File: src/rtl/otp_prot_reg.sv
module otp_prot_reg #(
  parameter int          BUSY_CYCLES = 4,
  parameter logic [63:0] FACTORY_ID  = 64'h0123_4567_89AB_CDEF
) (
  input  logic        clk,
  input  logic        rst_n,
  input  logic        cmd_we,
  input  logic        dat_we,
  input  logic        rd_en,
  input  logic [7:0]  addr,
  input  logic [15:0] wdata,
  output logic [15:0] rd_data,
  output logic        rd_valid,
  output logic [7:0]  status
);
  localparam int         NWORDS = 9;
  localparam logic [7:0] BASE   = 8'h80;
  localparam int         CW     = $clog2(BUSY_CYCLES + 1);
  localparam logic [7:0] OP_PROG = 8'hC0;
  localparam logic [7:0] OP_CLR  = 8'h50;

  logic [15:0]   words [NWORDS];
  logic          armed, pgm_err, lock_err;
  logic [CW-1:0] busy_cnt;

  wire       ready    = (busy_cnt == '0);
  wire       in_range = (addr >= BASE) && (addr < BASE + 8'(NWORDS));
  wire [3:0] idx      = 4'(addr - BASE);
  wire       seg_locked = (idx >= 4'd1 && idx <= 4'd4) ? ~words[0][0] : ~words[0][1];

  always_ff @(posedge clk or negedge rst_n) begin
    if (!rst_n) begin
      words[0] <= 16'hFFFE;
      for (int i = 1; i <= 4; i++) words[i] <= FACTORY_ID[16*(i-1) +: 16];
      for (int i = 5; i < NWORDS; i++) words[i] <= 16'hFFFF;
      armed    <= 1'b0;
      pgm_err  <= 1'b0;
      lock_err <= 1'b0;
      busy_cnt <= '0;
    end else if (!ready) begin
      busy_cnt <= busy_cnt - 1'b1;
    end else if (cmd_we) begin
      armed <= (wdata[7:0] == OP_PROG);
      if (wdata[7:0] == OP_CLR) begin
        pgm_err  <= 1'b0;
        lock_err <= 1'b0;
      end
    end else if (dat_we && armed) begin
      armed    <= 1'b0;
      busy_cnt <= CW'(BUSY_CYCLES);
      if (!in_range) begin
        pgm_err <= 1'b1;
      end else if (seg_locked) begin
        pgm_err  <= 1'b1;
        lock_err <= 1'b1;
      end else begin
        words[idx] <= words[idx] & wdata;
      end
    end
  end

  always_ff @(posedge clk or negedge rst_n) begin
    if (!rst_n) begin
      rd_valid <= 1'b0;
      rd_data  <= 16'hFFFF;
    end else begin
      rd_valid <= rd_en;
      if (rd_en) rd_data <= in_range ? words[idx] : 16'hFFFF;
    end
  end

  assign status = {ready, 2'b00, pgm_err, 2'b00, lock_err, 1'b0};
endmodule

File: config.mk
export PLATFORM = sky130hd
export DESIGN_NAME = otp_prot_reg
export DESIGN_NICKNAME = d
export VERILOG_FILES = /design/src/rtl/otp_prot_reg.sv
export SDC_FILE = /design/constraint.sdc
export NUM_CORES = 1
export LEC_CHECK = 0
export BUFFER_PORTS_ARGS = -buffer_cell sky130_fd_sc_hd__buf_2
export CAP_MARGIN = 20
export CELL_PAD_IN_SITES_DETAIL_PLACEMENT = 1
export CELL_PAD_IN_SITES_GLOBAL_PLACEMENT = 2
export CORE_MARGIN = 3
export CORE_UTILIZATION = 43
export CTS_CLUSTER_DIAMETER = 80
export DETAILED_ROUTE_END_ITERATION = 10
export PLACE_DENSITY = 0.88
export SLEW_MARGIN = 20
export SYNTH_ARGS = -nofsm -noshare
export SYNTH_HDL_FRONTEND = slang
export SYNTH_SLANG_ARGS = --single-unit
File: constraint.sdc
create_clock -name clk -period 6 [get_ports clk]
set_input_delay 0 -clock clk [delete_from_list [all_inputs] [get_ports clk]]
set_output_delay 0 -clock clk [all_outputs]
set_load 0.03 [all_outputs]
### Word level (Yosys, flattened, before mapping)

Index checks and enable logic that the tools add are counted.
Widths: inputs -> output; s select.

| storage, ports and cells | value |
|---|---|
| bits of input ports | 29 |
| register bits after elaboration | 167 |
| word-level logic and storage cells | 69 |
| output and inout port bits | 25 |

| cells by class | value |
|---|---|
| equal/unequal tests | 6 |
| magnitude comparators | 6 |
| reduce and logical (&&, ||, !) cells | 13 |
| muxes and demuxes | 21 |
| bitwise logic cells | 6 |
| add/subtract/negate cells | 2 |

Operators by type and width:

| operator | number |
|---|---|
| $bwmux 144 | 1 |
| $bmux 16 s4 | 1 |
| $demux 16 s4 | 1 |
| $mux 16 | 4 |
| $and 16x16->16 | 1 |
| $mux 1 | 11 |
| $reduce_and 5->1 | 2 |
| $mux 3 | 3 |
| $eq 8x7->1 const B | 1 |
| $eq 8x8->1 const B | 1 |
| $ge 8x8->1 const B | 1 |
| $lt 8x8->1 const B | 1 |
| $reduce_bool 2->1 | 3 |
| $ge 5x5->1 const B | 1 |
| $lt 5x1->1 const B | 1 |
| $not 4->5 | 1 |
| $ge 4x1->1 const B | 1 |
| $le 4x3->1 const B | 1 |
| $logic_and 1x1->1 | 4 |
| $ne 2x1->1 const B | 2 |
| $not 1->1 | 4 |
| $reduce_and 2->1 | 2 |
| $reduce_and 4->1 | 1 |
| $sub 4x1->4 const B | 1 |
| 4 further kinds | 4 |

### Logic depth before layout (Yosys ltp)

| logic depth | value |
|---|---|
| word-level depth | 8 |
| depth in mapped cells | 9 |
| mapped depth without buffers | 5 |

### Least setup slack after synthesis

OpenSTA, ideal clock, no wires.

| timing | value |
|---|---|
| path type | register -> register |
| from | register busy_cnt[1] |
| to | register words[44] in the netlist's numbering |
| clock period less this slack | 2.065 ns |
| stages on the path, launching flop included | 9 |
| slack | 3.935 ns |
| setup time | 0.075 ns |
| path buffers | 3 |
| arrival time | 1.990 ns |
| required time | 5.925 ns |
| path through | dfrtp_1 > nor3_1 > and3_1 > buf_2 > o2111ai_1 > or3_1 > buf_6 > buf_6 > mux2i_1 |

| on the way | value |
|---|---|
| cells in the longest elaborated chain, start to end | 2 |

RTL lines:

| element | RTL line | RTL |
|---|---|---|
| from (decl) | 24 | `logic [CW-1:0] busy_cnt;` |
| from (signal assigned) | 41 | `busy_cnt <= busy_cnt - 1'b1;` |
| from (signal assigned) | 50 | `busy_cnt <= CW'(BUSY_CYCLES);` |
| $logic_not 3->1 | 26 | `wire ready = (busy_cnt == '0);` |
| via ready | 26 |  |
| $reduce_and 5->1 (no line) | n/a |  |
| to (signal, indexed assignment) | 57 | `words[idx] <= words[idx] & wdata;` |
| to (decl) | 22 | `logic [15:0] words [NWORDS];` |

The timed path passes the listed nets, and every way through them passes these cells.
A chain may end at the register's enable or synchronous reset.

### Worst setup path after layout

| timing | value |
|---|---|
| from | input addr[6] |
| to | register words[34] in the netlist's numbering |

| on the way | value |
|---|---|
| cells in the longest elaborated chain, start to end | 3 |
| elaborated cells between the ends (all ways) | 4 |
| classes of those cells | order compare: 2; reduce/logical: 2 |

RTL lines:

| element | RTL line | RTL |
|---|---|---|
| from (decl) | 10 | `input logic [7:0] addr,` |
| $ge 8x8->1 / $lt 8x8->1 (equally long branches) | 27 | `wire in_range = (addr >= BASE) && (addr < BASE + 8'(NWORDS));` |
| $logic_and 1x1->1 (*) | 27 |  |
| $reduce_and 5->1 (no line) (*) | n/a |  |

Mark *: on every way between the ends. The rest lies on a longest branch, timed or not.

==> out/metrics.yaml <==
status: "finished with violations"
violations: "negative hold slack"
synth_top_family_by_area: "compound AO/OA/AOI/OAI gates"
yosysUniqueCellTypes: 43
grt_max_degree: 97
slew_headroom_pct: 25.8
cts_buffers: 17
overflow: 0
crit_type: "in -> reg"
avgSynthCellArea_sq_um: 10.8
worst_pin_slew_ns: 1.11
r2r-end: "words[34]$_DFFE_PN1P_"
first_global_vias: 6168
min_path_type: "in -> reg"
die_x_microns: 139
instances_no_fill: 972
synth_seq_area_share_pct: 57.3
p_per_area_nw_per_um2: 267
final_nets: 768
async_flop_share_pct: 100
synth-adder-area-share_pct: 0
wire_per_inst_microns: 22.0
synth.mux.area_fraction_pct: 11.6
final_cell_mix: "nand2_1, o21ai_0, dfstp_2"
power_mw: 2.33
slew_viol_final: 0
hp-start: "wdata[11]"
synth_xor_area_share_pct: 0
synth_area_sq_um: 7580
crit_fanout: 10
drive_above_1_share_pct: 36.7
whs_ns: -0.00607
clk_pin_slew_ns: 0.06
final_common_cell: "nand2_1"
vias_per_cell: 5.81
ys_ff_latch: 167
yosys.area_share.simple_pct: 11.9
fmax_mhz: 315
regToRegStartpoint: "busy_cnt[1]$_DFFE_PN0P_"
dr.pass1.iters: 5
post-dp-hpwl_mm: 12.9
cts_setup_buffers: 0
routed_wl_mm: 21.3
fin_setup_tns_ns: 0
synth_top_area_share_pct: 44.0
crit_path_start_kind: "input port"
power.leakage_nw: 3.54
cts_tree: "built"
initial_core_util_pct: 44.7
crit_path_end_kind: "register"
drtIter0Drc: 317
dieArea_sq_um: 19200
io_buffer_count: 48
nFillCells: 1834
synth_area_leaders: "dfstp_2, dfrtp_1, nand2_1"
grt.total_usage_pct: 22.9
core_sq_um: 16900
r2r_setup_slack_ns: 3.04
finalCritPeriodShare_pct: 52.9
die_h_microns: 139
crit_arrival_ns: 3.52
setup_ws_ns: 2.83
place_congestion: 0.745
cts_max_level: 4
reg2reg_depth: 6
rows: 47
grt_pass1_wl_mm: 34.5
hold_viol_final: 1
min_to: "words[43]$_DFFE_PN1P_"
netlist_instances: 702
ant_nets: 0
synthDominantAreaCellType: "dfstp_2"
finalSetupViolCount: 0
clock-skew-final_ns: 0.00740
multi_input_area_sq_um: 3030
clock_sinks: 167
via_count: 5650
seqCellArea_sq_um: 4340
ir_drop_mv: 0.242
synth_compound_area_share_pct: 14.9
clock_latency_ns: 0.43
cts_buffer_depth: 2
antenna_cells: 0
rsz0062_at_grt: "no"
drcViolationCount: 0
synth-main-ff-cell: "dfstp_2"
place_inst: 930
ys_warn_count: 0
area_growth_pct: 14.9
hold_depth: 3
required_ns: 6.34
max_cap_violations: 0
root_buffer: "clkbuf_16"
pin_count: 54
fin_crit_ns: 3.17
pre_cts_ws_ns: 2.90
antenna_found_initial: 0
synth-edff-count: 0
[report_power, final]
group | internal [mW] | total, mW | switching (mW) | leakage, nW
registers | 1.14 | 1.14 | 0.00223 | 1.87
logic | 0.0362 | 0.122 | 0.0853 | 1.39
clock network | 0.624 | 1.07 | 0.441 | 0.286
total | 1.80 | 2.33 | 0.529 | 3.54
[area by class of cell]
cell class	count	share of cell area [%]
clock inverters	8	0.819
inverters	18	0.776
clock buffers	24	5.76
well taps	220	3.16
multi-input cells	466	34.7
flip-flops and latches	167	49.8
repair buffers	69	4.93
[worst max-delay path by stage]
stage	from	to
after global routing	addr[6]	words[34]$_DFFE_PN1P_
after global placement	addr[1]	words[40]$_DFFE_PN1P_
after floorplan	busy_cnt[1]$_DFFE_PN0P_	words[44]$_DFFE_PN1P_
after CTS	addr[6]	words[34]$_DFFE_PN1P_
final	addr[6]	words[34]$_DFFE_PN1P_
after detailed placement	addr[1]	words[34]$_DFFE_PN1P_
[cell usage after synthesis, types with 2 or more instances]
master and number:
buf_2 7, buf_6 2, o311ai_0 2, mux2_2 29
mux4_2 16, nand3_1 3, and3_1 3, or2_2 2
o22a_1 16, nor2_1 6, nor2b_1 3, buf_1 3
o21ai_0 132, inv_1 18, nor3b_1 2, nand2_1 179
dfrtp_1 40, nor3_1 4, a32oi_1 2, nand2b_1 2
dfstp_2 127, o2111ai_1 9, a222oi_1 13, or3_1 2
clkbuf_1 35, a22oi_1 3, mux2i_1 19, buf_4 8
[cell families after synthesis]
family | count (synthesis)
buffers and inverters | 73
other | 1
AOI/OAI and AO/OA | 183
muxes | 64
and+or+nand+nor | 214
DFF | 167
[worst max-delay path, cell delays in order]
cell and delay, ns:
dlygate4sd3_1 0.53, buf_2 0.11, or4b_1 0.52, dlygate4sd3_1 0.58, a21oi_1 0.25, buf_4 0.29, o2111ai_1 0.14, or3_1 0.58
buf_4 0.31, mux2i_1 0.20
[timing repair]
item | 4_1_cts | 5_1_grt
endpoints found under the hold margin | 28 | 0
resized for setup | 0 | 0
endpoints found under the setup margin | 0 | 0
hold buffers | 10 | 0
[sequential cells by signal, indices dropped and copies added, names as in the netlist]
| signal | flops |
|---|---|
| armed | 1 |
| rd_data | 16 |
| words | 144 |
| pgm_err | 1 |
| lock_err | 1 |
| busy_cnt | 3 |
| rd_valid | 1 |
[layer usage]
metal | track usage [%] | vias to the layer above | wire length [microns]
met5 | 0 | - | 0
met4 | 8.03 | 0 | 435
met3 | 4.52 | 25 | 933
met2 | 38.4 | 127 | 10600
met1 | 29.8 | 2968 | 9350
li1 | - | 2530 | -
[metrics by stage]
step | hold WS, ns | instance area, sq um | utilization [%]
floorplan | -0.296 | 7590 | -
global placement | 0.139 | 8040 | 47.4
detailed placement | 0.161 | 8040 | 47.4
CTS | 0.00119 | 8710 | 51.4
global route | 0.0214 | 8710 | 51.4
finish | -0.00607 | 8710 | 51.4
Power figures use the tool's default switching activity.
